===== src/rtl/vdraw_pkg.sv =====
package vdraw_pkg;
  localparam int POS_W = 10;
  localparam int NAX   = 2;
  typedef logic [POS_W-1:0] pos_t;
endpackage


===== src/rtl/vdraw_rate_mult.sv =====
module vdraw_rate_mult #(
  parameter int AW = 8
) (
  input  logic          clk_i,
  input  logic          rst_ni,
  input  logic          clr_i,
  input  logic          en_i,
  input  logic [AW-1:0] rate_i,
  output logic          step_o
);
  logic [AW-1:0] acc_q;
  logic [AW:0]   sum;

  assign sum    = {1'b0, acc_q} + {1'b0, rate_i};
  assign step_o = en_i & sum[AW];

  always_ff @(posedge clk_i or negedge rst_ni) begin
    if (!rst_ni)    acc_q <= '0;
    else if (clr_i) acc_q <= '0;
    else if (en_i)  acc_q <= sum[AW-1:0];
  end
endmodule


===== src/rtl/vdraw_axis.sv =====
module vdraw_axis
  import vdraw_pkg::*;
(
  input  logic clk_i,
  input  logic rst_ni,
  input  logic load_i,
  input  pos_t start_i,
  input  logic step_i,
  input  logic up_i,
  output pos_t pos_o
);
  pos_t pos_q;

  always_ff @(posedge clk_i or negedge rst_ni) begin
    if (!rst_ni)      pos_q <= '0;
    else if (load_i)  pos_q <= start_i;
    else if (step_i)  pos_q <= up_i ? pos_q + pos_t'(1) : pos_q - pos_t'(1);
  end

  assign pos_o = pos_q;
endmodule


===== src/rtl/vdraw_tap_delay.sv =====
module vdraw_tap_delay #(
  parameter int          W       = 10,
  parameter int          TAPS    = 4,
  parameter logic [W-1:0] RST_VAL = '0,
  localparam int         DEPTH   = TAPS - 1,
  localparam int         SEL_W   = (TAPS > 1) ? $clog2(TAPS) : 1
) (
  input  logic             clk_i,
  input  logic             rst_ni,
  input  logic [W-1:0]     d_i,
  input  logic [SEL_W-1:0] sel_i,
  output logic [W-1:0]     q_o
);
  logic [W-1:0] stg_q [DEPTH];

  for (genvar i = 0; i < DEPTH; i++) begin : g_stg
    always_ff @(posedge clk_i or negedge rst_ni) begin
      if (!rst_ni) stg_q[i] <= RST_VAL;
      else if (i == 0) stg_q[i] <= d_i;
      else stg_q[i] <= stg_q[(i > 0) ? i-1 : 0];
    end
  end

  always_comb begin
    q_o = d_i;
    for (int k = 1; k <= DEPTH; k++)
      if (sel_i == SEL_W'(k)) q_o = stg_q[k-1];
  end
endmodule


===== src/rtl/vdraw_engine.sv =====
module vdraw_engine
  import vdraw_pkg::*;
#(
  parameter int AW    = 8,
  parameter int LEN_W = 12,
  parameter int COL_W = 9,
  parameter int TAPS  = 4,
  parameter int XMIN  = 64,
  parameter int XMAX  = 959,
  parameter int YMIN  = 64,
  parameter int YMAX  = 959,
  localparam int SEL_W = (TAPS > 1) ? $clog2(TAPS) : 1,
  localparam int PW    = COL_W + 1
) (
  input  logic             clk_i,
  input  logic             rst_ni,
  input  logic             start_i,
  input  logic             vclk_i,
  input  logic [AW-1:0]    x_rate_i,
  input  logic [AW-1:0]    y_rate_i,
  input  logic             x_up_i,
  input  logic             y_up_i,
  input  logic [LEN_W-1:0] len_i,
  input  logic [POS_W-1:0] x0_i,
  input  logic [POS_W-1:0] y0_i,
  input  logic [COL_W-1:0] color_i,
  input  logic [SEL_W-1:0] tap_sel_i,
  output logic [POS_W-1:0] x_o,
  output logic [POS_W-1:0] y_o,
  output logic             blank_o,
  output logic [COL_W-1:0] color_o,
  output logic             done_o
);
  logic             draw_q, done_q, accept, dclk;
  logic [LEN_W-1:0] len_q;
  logic [COL_W-1:0] color_q;
  logic [AW-1:0]    rate_in [NAX];
  logic [AW-1:0]    rate_q  [NAX];
  logic [NAX-1:0]   up_in, up_q, step;
  pos_t             org [NAX];
  pos_t             pos [NAX];
  logic             off_scr, blank_raw;

  assign accept = start_i & ~draw_q;
  assign dclk   = draw_q & vclk_i;

  assign rate_in[0] = x_rate_i;
  assign rate_in[1] = y_rate_i;
  assign up_in      = {y_up_i, x_up_i};
  assign org[0]     = x0_i;
  assign org[1]     = y0_i;

  always_ff @(posedge clk_i or negedge rst_ni) begin
    if (!rst_ni) begin
      draw_q  <= 1'b0;
      done_q  <= 1'b0;
      len_q   <= '0;
      color_q <= '0;
      up_q    <= '0;
      for (int a = 0; a < NAX; a++) rate_q[a] <= '0;
    end else begin
      done_q <= 1'b0;
      if (accept) begin
        len_q   <= len_i;
        draw_q  <= (len_i != '0);
        done_q  <= (len_i == '0);
        color_q <= color_i;
        up_q    <= up_in;
        for (int a = 0; a < NAX; a++) rate_q[a] <= rate_in[a];
      end else if (dclk) begin
        len_q <= len_q - LEN_W'(1);
        if (len_q == LEN_W'(1)) begin
          draw_q <= 1'b0;
          done_q <= 1'b1;
        end
      end
    end
  end

  for (genvar a = 0; a < NAX; a++) begin : g_axis
    vdraw_rate_mult #(.AW(AW)) u_rm (
      .clk_i  (clk_i),
      .rst_ni (rst_ni),
      .clr_i  (accept),
      .en_i   (dclk),
      .rate_i (rate_q[a]),
      .step_o (step[a])
    );
    vdraw_axis u_ax (
      .clk_i   (clk_i),
      .rst_ni  (rst_ni),
      .load_i  (accept),
      .start_i (org[a]),
      .step_i  (step[a]),
      .up_i    (up_q[a]),
      .pos_o   (pos[a])
    );
  end

  assign x_o = pos[0];
  assign y_o = pos[1];

  assign off_scr = (int'(x_o) < XMIN) || (int'(x_o) > XMAX) ||
                   (int'(y_o) < YMIN) || (int'(y_o) > YMAX);
  assign blank_raw = ~draw_q | off_scr;

  vdraw_tap_delay #(
    .W       (PW),
    .TAPS    (TAPS),
    .RST_VAL ({1'b1, {COL_W{1'b0}}})
  ) u_dly (
    .clk_i  (clk_i),
    .rst_ni (rst_ni),
    .d_i    ({blank_raw, color_q}),
    .sel_i  (tap_sel_i),
    .q_o    ({blank_o, color_o})
  );

  assign done_o = done_q;

  AST_NO_STEP_WO_DCLK: assert property (@(posedge clk_i) disable iff (!rst_ni)
    (!dclk && !accept) |=> ($stable(x_o) && $stable(y_o)));
  AST_LEN_HOLD: assert property (@(posedge clk_i) disable iff (!rst_ni)
    (draw_q && !vclk_i) |=> $stable(len_q));
  AST_DONE_ONE_CYCLE: assert property (@(posedge clk_i) disable iff (!rst_ni)
    done_o |=> !done_o);
  AST_ZERO_LEN: assert property (@(posedge clk_i) disable iff (!rst_ni)
    (accept && len_i == '0) |=> (done_o && !draw_q));
  AST_BUSY_START_IGNORED: assert property (@(posedge clk_i) disable iff (!rst_ni)
    (start_i && draw_q) |=> $stable(color_q));
  AST_STEP_UNIT: assert property (@(posedge clk_i) disable iff (!rst_ni)
    (draw_q && !accept) |=> ((x_o - $past(x_o)) inside {10'd0, 10'd1, 10'h3FF}));
endmodule


===== config.mk =====
export PLATFORM = sky130hd
export DESIGN_NAME = vdraw_engine
export DESIGN_NICKNAME = d
export VERILOG_FILES = /design/src/rtl/vdraw_pkg.sv /design/src/rtl/vdraw_rate_mult.sv /design/src/rtl/vdraw_axis.sv /design/src/rtl/vdraw_tap_delay.sv /design/src/rtl/vdraw_engine.sv
export SDC_FILE = /design/constraint.sdc
export NUM_CORES = 1
export LEC_CHECK = 0
export BUFFER_PORTS_ARGS = -buffer_cell sky130_fd_sc_hd__buf_2
export CORE_ASPECT_RATIO = 1.1
export CORE_MARGIN = 5
export CORE_UTILIZATION = 59
export CTS_BUF_LIST = sky130_fd_sc_hd__clkbuf_2
export CTS_CLUSTER_SIZE = 12
export DETAILED_ROUTE_END_ITERATION = 8
export PLACE_DENSITY = 0.88
export SLEW_MARGIN = 10
export SYNTH_ARGS = -nofsm -noshare
export SYNTH_HDL_FRONTEND = slang
export SYNTH_SLANG_ARGS = --single-unit

===== constraint.sdc =====
create_clock -name clk_i -period 2.7 [get_ports clk_i]
set_input_delay 0.405 -clock clk_i [delete_from_list [all_inputs] [get_ports clk_i]]
set_output_delay 0.405 -clock clk_i [all_outputs]
set_load 0.05 [all_outputs]

### Word level (Yosys, flattened, before mapping)

Index checks and enable logic that the tools add are counted.

* $add $sub $neg: 7
* multiply operators: 0
* divide/modulo/power cells: 0
* magnitude comparators: 4
* eq/ne operators: 4
* shift-type cells: 0
* multiplexer cells: 21
* bitwise gates (word level): 6
* reduce and logical (&&, ||, !) cells: 10

Operators by type and width (number)
* 10-bit two-way mux: 9
* 8-bit two-way mux: 4
* 12-bit two-way mux: 2
* 10-bit by 1-bit adder with 10-bit output (second input constant): 2
* 10-bit greater-than comparator (second input constant): 2
* 10-bit by 7-bit < comparator with 1-bit output (second input constant): 2
* 10-bit by 1-bit subtractor with 10-bit output (second input constant): 2
* 8-bit by 8-bit adder with 9-bit output: 2
* 12-bit by 1-bit == test with 1-bit output (second input constant): 1
* 12-bit logical NOT: 1
* 12-bit nonzero test: 1
* 12-bit by 1-bit subtractor with 12-bit output (second input constant): 1
* 2-bit nonzero test: 4
* 1-bit two-way mux: 6
* 1-bit bitwise AND: 4
* 2-bit == test (second input constant): 2
* 1-bit logical OR: 3
* 2-bit by 1-bit == test with 1-bit output (second input constant): 1
* 2-bit AND reduction: 1
* 1-bit inverter: 1
* 1-bit OR: 1

* bits in registers: 107
* bits in latches: 0
* bits in writable memories: 0
* bits in read-only memories: 0
* input port bits: 65
* logic and storage cells: 66
* memories kept: 0

### Logic depth before layout (Yosys ltp)

Gate-level depths: netlist of the first run.

* depth in word-level cells: 8
* gate-level depth with buffers: 10

### Hierarchy

Synthesis of the first run repeated with hierarchy kept, for this count alone.

* cells, all modules: 590
* area, all modules: 5904.4 µm²

Modules (own cells, without submodules)
* vdraw_engine: instances 1, cells each 204, area each 1838.0 µm², sequential area each 1026.0 µm²
* vdraw_axis: instances 2, cells each 100, area each 898.4 µm², sequential area each 250.2 µm²
* vdraw_rate_mult: instances 2, cells each 72, area each 636.9 µm², sequential area each 200.2 µm²
* vdraw_tap_delay: instances 1, cells each 42, area each 996.0 µm², sequential area each 754.5 µm²

### Worst setup path before layout of the first run

No wires, ideal clock.

* path type: register -> register
* from: register g_axis[0].u_ax.pos_q[1]
* to: register g_axis[0].u_ax.pos_q[9]
* setup time: 82 ps
* arrival: 2453 ps
* slack: 165 ps
* stages on the path, launching flop included: 8
* path buffers: 0
* period minus slack after synthesis: 2535 ps
* path through: dfrtp_1 -> ha_1 -> a211oi_1 -> o21ai_2 -> nand4_1 -> mux2_2 -> or4_1 -> a31oi_1

* word-level cells in the longest chain between the ends: 4
* elaborated cells on any way between the ends: 5

RTL lines
* start: declaration: RTL line vdraw_axis.sv:12 `pos_t pos_q;`
* start signal: assignment: RTL line vdraw_axis.sv:16 `else if (load_i) pos_q <= start_i;`
* start signal: assignment: RTL line vdraw_axis.sv:17 `else if (step_i) pos_q <= up_i ? pos_q + pos_t'(1) : pos_q - pos_t'(1);`
* 10-bit by 1-bit subtractor with 10-bit output / 10-bit by 1-bit adder with 10-bit output (equally long branches): RTL line vdraw_axis.sv:17
* 10-bit two-way mux (*) (2 in a row): RTL line vdraw_axis.sv:17
* 10-bit two-way mux (*): RTL line vdraw_axis.sv:16

Mark *: on every way between the ends. The rest lies on a longest branch, timed or not. The select of a mux whose other input is x is not followed.
A chain may end at the register's enable or synchronous reset.

### Worst setup path in the final report of the first run

* from: register g_axis[1].u_ax.pos_q[9]
* to: output port blank_o

* word-level cells in the longest chain between the ends: 7
* elaborated cells on any way between the ends: 8

RTL lines
* start: declaration: RTL line vdraw_axis.sv:12
* start signal: assignment: RTL line vdraw_axis.sv:16
* start signal: assignment: RTL line vdraw_axis.sv:17
* 10-bit by 7-bit < comparator with 1-bit output: RTL line vdraw_engine.sv:104 `(int'(y_o) < YMIN) || (int'(y_o) > YMAX);`
* 1-bit logical OR: RTL line vdraw_engine.sv:103 `assign off_scr = (int'(x_o) < XMIN) || (int'(x_o) > XMAX) ||`
* 1-bit logical OR (*): RTL line vdraw_engine.sv:104
* 1-bit OR (*): RTL line vdraw_engine.sv:105 `assign blank_raw = ~draw_q | off_scr;`
* net blank_raw: RTL line vdraw_engine.sv:42 `logic off_scr, blank_raw;`
* 10-bit two-way mux (*) (3 in a row): RTL line vdraw_tap_delay.sv:27 `if (sel_i == SEL_W'(k)) q_o = stg_q[k-1];`
* end: declaration: RTL line vdraw_engine.sv:30 `output logic blank_o,`

Mark *: on every way through the listed nets, which the timed path passes. The rest lies on a longest branch.

==> results of run 1 <==
sequential cells by signal (all words and copies together), names as in the netlist:
| register | count |
|---|---|
| u_dly.stg_q | 30 |
| g_axis.u_ax.pos_o | 20 |
| g_axis.u_rm.acc_q | 16 |
| rate_q | 16 |
| len_q | 12 |
| color_q | 9 |
| up_q | 2 |
| done_o | 1 |
| draw_q | 1 |
kinds of logic after synthesis:
| family | synth area share (%) |
|---|---|
| and+or+nand+nor | 16.90 |
| AOI/OAI and AO/OA | 15.40 |
| DFF | 47.15 |
| buffers and inverters | 2.662 |
| adders and majority gates | 8.889 |
| xor gates and xnor gates | 3.388 |
| muxes | 5.611 |
layout make-up:
class / instances / area (sq um) / area share [%]
well taps: 117 / 146.4 / 2.135
clock buffers: 10 / 50.05 / 0.7301
clock inverters: 5 / 102.6 / 1.497
inverters: 18 / 67.56 / 0.9856
flip-flops and latches: 107 / 2685 / 39.17
multi-input cells: 432 / 2864 / 41.78
repair buffers: 144 / 939.7 / 13.71
per-stage QoR:
| stage | utilization, % | TNS (ns) | instance area, sq um |
|---|---|---|---|
| finish | 72.95 | 0 | 6855 |
| global route | 72.95 | -0.003443 | 6855 |
| CTS | 72.55 | 0 | 6818 |
| detailed placement | 67.38 | 0 | 6332 |
| global placement | 67.38 | 0 | 6332 |
| floorplan | - | 0 | 5687 |
synth_stat cells (4+ instances only):
library cell  number  area, sq um
mux2i_1            6        60.06
nor2b_1            4        25.02
clkbuf_1          17        63.81
a21oi_1           24        120.1
a31oi_1            9        56.30
fa_1               4        80.08
xnor2_1           15        131.4
dfrtp_1          104         2603
a21o_1            15        112.6
nand3_1            7        35.03
nor4_1             9        56.30
xor2_1             7        61.31
nor3b_1            4        30.03
buf_1              4        15.01
o21bai_1           4        30.03
inv_1             18        67.56
nand2_1          123        461.7
nand2b_1           5        31.28
o21a_1             4        30.03
a211oi_1           6        45.04
nand4_1            4        25.02
nor2_1            31        116.4
or4_1              4        30.03
ha_1              34        425.4
mux4_2            10        225.2
o21ai_0           47        235.2
nor3_1            14        70.07
critical path, delay by kind of cell, from the launching register on:
family,cells,cell delay (ns)
muxes,1,0.27
and+or+nand+nor,2,0.68
buffers and inverters,1,0.16
DFF,1,0.51
routing by layer:
metal | up-vias | wire (um) | track usage, %
met5 | - | 0 | 0
met4 | 0 | 439 | 11.55
met3 | 39 | 745 | 3.651
met2 | 177 | 7143 | 42.69
met1 | 2370 | 5784 | 30.45
li1 | 2312 | - | -
how the worst min path moves through the flow:
stage	startpoint	end	slack [ns]	cells after the start
after floorplan	rst_ni	color_q[0]	0.11	0
after global placement	u_dly.stg_q[29]	u_dly.stg_q[19]	0.35	0
after detailed placement	u_dly.stg_q[12]	u_dly.stg_q[2]	0.36	0
after CTS	len_i[9]	len_q[9]	0.01	3
after global routing	y_up_i	up_q[1]	0.002	3
final	y_up_i	up_q[1]	0.03	3
power breakdown:
part	total [mW]	switching, mW	internal (mW)
Sequential	2.94	0.576	2.37
Clock	0.917	0.520	0.396
Combinational	5.55	3.34	2.20
timing repair:
| item | in CTS | in global routing |
|---|---|---|
| buffers inserted | 0 | 1 |
| hold endpoints to repair | 66 | 2 |
| hold buffers | 33 | 2 |
| resized for setup | 1 | 5 |
| setup endpoints to repair | 1 | 2 |
==> metrics.md, run 1 <==
| Metric | Value |
|---|---|
| Status | finished, final reports clean |
| Min Tclk post-route | 2.575 ns |
| Final setup viols | 0 |
| Antenna Cells | 0 |
| # rows | 37 |
| Worst-path fanout max | 6 |
| Post-Syn Instances | 579 |
| Worst path slowest cell | or4_1 |
| Vias | 4898 |
| Most common cell after layout, fill and taps aside | nand2_1 |
| Cell variety after synth | 52 |
| Peak VDD IR | 0.0005409 V |
| FMAX | 388.4 MHz |
| First-pass GRT wire length | 23.69 mm |
| Critical Setup Path Class | register to primary output |
| Worst-margin pin slew | 0.6232 ns |
| CP Launch Point | g_axis[1].u_ax.pos_o[9] |
| Final Max Slew Viols | 0 |
| GRT Resource Usage Total | 24.66% |
| Number of global-route vias before repair | 5065 |
| Syn avg cell area | 9.822 sq um |
| Delay of the slowest critical-path stage | 0.53 ns |
| Worst rel slew slack | 57.38% |
| Largest net degree at the start of global routing | 45 |
| FF-to-FF setup slack | 0.14 ns |
| MaxCap Viol Count | 0 |
| Prevailing post-synth register cell | dfrtp_1 |
| Clk sinks | 107 |
| Die width | 103.6 um |
| Later-pin clock latency in the skew report | 0.59 ns |
| Post-DRT Antenna Nets | 0 |
| Filler cells | 654 |
| Average wire per standard cell | 16.94 um |
| Final hold violation count | 0 |
| Gpl congestion | 0.8990 |
| Vias/cell | 5.880 |
| FF+latch count, synth | 107 |
| Pleak | 3.302 nW |
| FFs w/ async S/R, synth | 100.0% |
| IO Pins | 96 |
| RSZ-0062 raised after global routing | yes |
| Clock slew at the register clock pins of the worst setup and hold paths | 0.26 ns |
| Final Cycle Share | 95.36% |
| Max clock buf depth | 2 |
| CTS Buf Count | 9 |
| Sequential area share after synthesis | 47.15% |
| PortBufs | 95 |
| Total Power | 9.408 mW |
| Synthesized area | 5687 sq um |
| Placed insts | 782 |
| Initial antenna violation count | 0 |
| Area Overhead vs Synth | 20.55% |
| PwrDens | 1372 nW/um^2 |
| Initial Util | 60.51% |
| Reg2Reg Depth | 9 |
| YS warnings | 0 |
| H-tree depth | 3 |
| CP startpoint kind | register |
| CTS Root Buffer Type | clkbuf_2 |
| Number of flops mapped to enable cells by yosys | 0 |
| Post-Route WL | 14.11 mm |
| Layout cells sized above 1 | 20.67% |
| Congestion Overflow GR | 0 |
| Data required, critical path | 2.30 ns |
| Worst EP arrival | 2.17 ns |
| Nets | 815 |
| DRT Pass-1 Iters | 4 |
| Synth Net Count | 682 |
| Die area | 11700 sq um |
| Chip height | 113.0 um |
| Pre-CTS WS | 0.1865 ns |
| Core box area | 9398 sq um |
| Critical path capture point type | primary output |
| Crit-path cells | or4_1 -> nand4_1 -> mux4_2 -> buf_6 |
| Hold WS | 0.02530 ns |
| Number of remaining DRC errors | 0 |
| R2r endpoint | g_axis[0].u_ax.pos_o[9] |
| Worst setup path endpoint | blank_o |
| Starting DRT DRC Count | 274 |
| Most frequent cells in the layout | nand2_1, dfrtp_1, buf_2 |
| Worst clock skew | 0.02486 ns |
| Dpl hpwl | 9.882 mm |
| Worst reg2reg startpoint | g_axis[0].u_rm.acc_q[0] |
| Cell Count, Final, Fillers Out | 833 |
| Min-Delay Path Class | primary input to register |
| CTS tree | yes |
| Final worst setup slack | 0.1254 ns |
Power figures use the tool's default switching activity.
==> inputs of run 2 (changes only) <==
--- a/config.mk
+++ b/config.mk
@@ -12,7 +12,7 @@
 export CTS_BUF_LIST = sky130_fd_sc_hd__clkbuf_2
 export CTS_CLUSTER_SIZE = 12
 export DETAILED_ROUTE_END_ITERATION = 8
-export PLACE_DENSITY = 0.88
+export PLACE_DENSITY = 0.83
 export SLEW_MARGIN = 10
 export SYNTH_ARGS = -nofsm -noshare
 export SYNTH_HDL_FRONTEND = slang
==> metrics.md, run 2 (same netlist as run 1, synthesis figures left out) <==
| Metric | Value |
|---|---|
| Worst-path fanout max | 5 |
| CTS tree | yes |
| Footprint of the multi-input gates | 2863 sq um |
| Data required, critical path | 3.23 ns |
| PwrDens | 1358 nW/um^2 |
| FMAX | 385.3 MHz |
| Final Cycle Share | 96.14% |
| Initial antenna violation count | 0 |
| Final setup viols | 0 |
| Die width | 103.6 um |
| Final hold violation count | 0 |
| Worst Hold Depth | 3 |
| Pleak | 3.282 nW |
| MaxCap Viol Count | 0 |
| Later-pin clock latency in the skew report | 0.59 ns |
| Status | finished, final reports clean |
| Clk sinks | 107 |
| Worst EP arrival | 3.13 ns |
| Number of remaining DRC errors | 0 |
| Critical path capture point type | register |
| Worst clock skew | 0.02765 ns |
| CP startpoint kind | register |
| Starting DRT DRC Count | 221 |
| Clock slew at the register clock pins of the worst setup and hold paths | 0.29 ns |
| Min Tclk post-route | 2.596 ns |
| Most common cell after layout, fill and taps aside | nand2_1 |
| TNS Setup | 0 ns |
| Final Max Slew Viols | 0 |
| Worst path slowest cell | or4_1 |
| Most frequent cells in the layout | nand2_1, dfrtp_1, buf_2 |
| Post-DRT Antenna Nets | 0 |
| Post-Route WL | 13.74 mm |
| CTS Root Buffer Type | clkbuf_2 |
| Layout cells sized above 1 | 20.67% |
| Nets | 814 |
| First-pass GRT wire length | 23.80 mm |
| Reg with most FFs | u_dly.stg_q |
| DRT Pass-1 Iters | 4 |
| Die area | 11700 sq um |
| CTS Buf Count | 9 |
| Min-Delay Path Class | primary input to register |
| Gpl congestion | 0.9077 |
| Congestion Overflow GR | 0 |
| Number of global-route vias before repair | 5103 |
| H-tree depth | 3 |
| IO Pins | 96 |
| Core box area | 9398 sq um |
| Largest net degree at the start of global routing | 57 |
| Peak VDD IR | 0.0005221 V |
| Area Overhead vs Synth | 20.09% |
| PortBufs | 95 |
| Worst rel slew slack | 51.13% |
| Worst-margin pin slew | 0.7331 ns |
| Register Area | 2685 sq um |
| Critical Setup Path Class | register to register |
| Largest register FFs | 30 |
| Vias/cell | 5.797 |
| Filler cells | 653 |
| Antenna Cells | 0 |
| Max clock buf depth | 2 |
| RSZ-0062 raised after global routing | no |
| # rows | 37 |
| Chip height | 113.0 um |
| Crit-path cells | ha_1 -> inv_1 -> fa_1 -> nand2b_4 -> a21oi_4 -> o221ai_2 -> or2_1 -> or4_1 -> a31oi_1 |
| Delay of the slowest critical-path stage | 0.53 ns |
| GRT Resource Usage Total | 24.23% |
| Initial Util | 60.51% |
| Vias | 4829 |
| Average wire per standard cell | 16.50 um |
| Total Power | 9.271 mW |
| Dpl hpwl | 9.716 mm |
| Reg2Reg Depth | 9 |
==> run 2: routing by layer <==
layer	GRT usage, %	wire (um)	share of wire [%]	vias up
li1	-	-	-	2310
met1	29.67	5743	42	2343
met2	43.07	7090	52	153
met3	4.335	685	5.0	23
met4	8.486	223	1.6	0
met5	0	0	0	-
==> run 2: path summary, 6_finish.rpt <==
check | start | end | slack [ns]
max in group asynchronous | rst_ni | g_axis[1].u_rm.acc_q[7] | 1.58
worst max-delay path | g_axis[0].u_rm.acc_q[0] | g_axis[0].u_ax.pos_o[9] | 0.10
worst max register to register | g_axis[0].u_rm.acc_q[0] | g_axis[0].u_ax.pos_o[9] | 0.10
worst min register to register | u_dly.stg_q[29] | u_dly.stg_q[19] | 0.39
min in group asynchronous | rst_ni | color_q[0] | 0.36
worst min-delay path | len_i[3] | len_q[3] | 0.02
==> run 2: worst max-delay path, delay by kind of cell, from the launching register on <==
kind / cells / cell delay [ns]
simple gates: 3 / 1.03
fa+ha+maj: 2 / 0.57
compound gates: 3 / 0.47
flops: 1 / 0.44
buf+inv: 1 / 0.06
==> run 2: area by class of cell <==
type,count,share of cell area (%)
Multi-Input combinational cell,432,41.92
Sequential cell,107,39.32
Timing Repair Buffer,143,13.83
Tap cell,117,2.144
Clock inverter,7,1.081
Inverter,18,1.044
Clock buffer,9,0.6596
==> run 2: per-stage QoR <==
step | hold slack (ns) | std cells | util, % | cell area, sq um | setup slack, ns
5_1_grt | 0.01057 | 833 | 72.67 | 6829 | 0.005982
6_report | 0.02054 | 833 | 72.67 | 6829 | 0.1043
3_5_place_dp | 0.3578 | 781 | 67.43 | 6337 | 0.1648
2_1_floorplan | 0.1094 | 579 | - | 5687 | 0.1651
3_3_place_gp | 0.3530 | 781 | 67.43 | 6337 | 0.2830
4_1_cts | 0.004275 | 830 | 72.25 | 6790 | 0.05693
==> run 2: timing repair <==
item | CTS | global route
endpoints found under the hold margin | 83 | 2
cloned | 0 | 0
resized for setup | 2 | 5
setup endpoints to repair | 1 | 3
hold buffers | 33 | 2
buffers inserted | 0 | 1
==> run 2: report_power, final <==
part	switching (mW)	internal [mW]
clock network	0.549	0.223
registers	0.575	2.37
logic	3.34	2.21
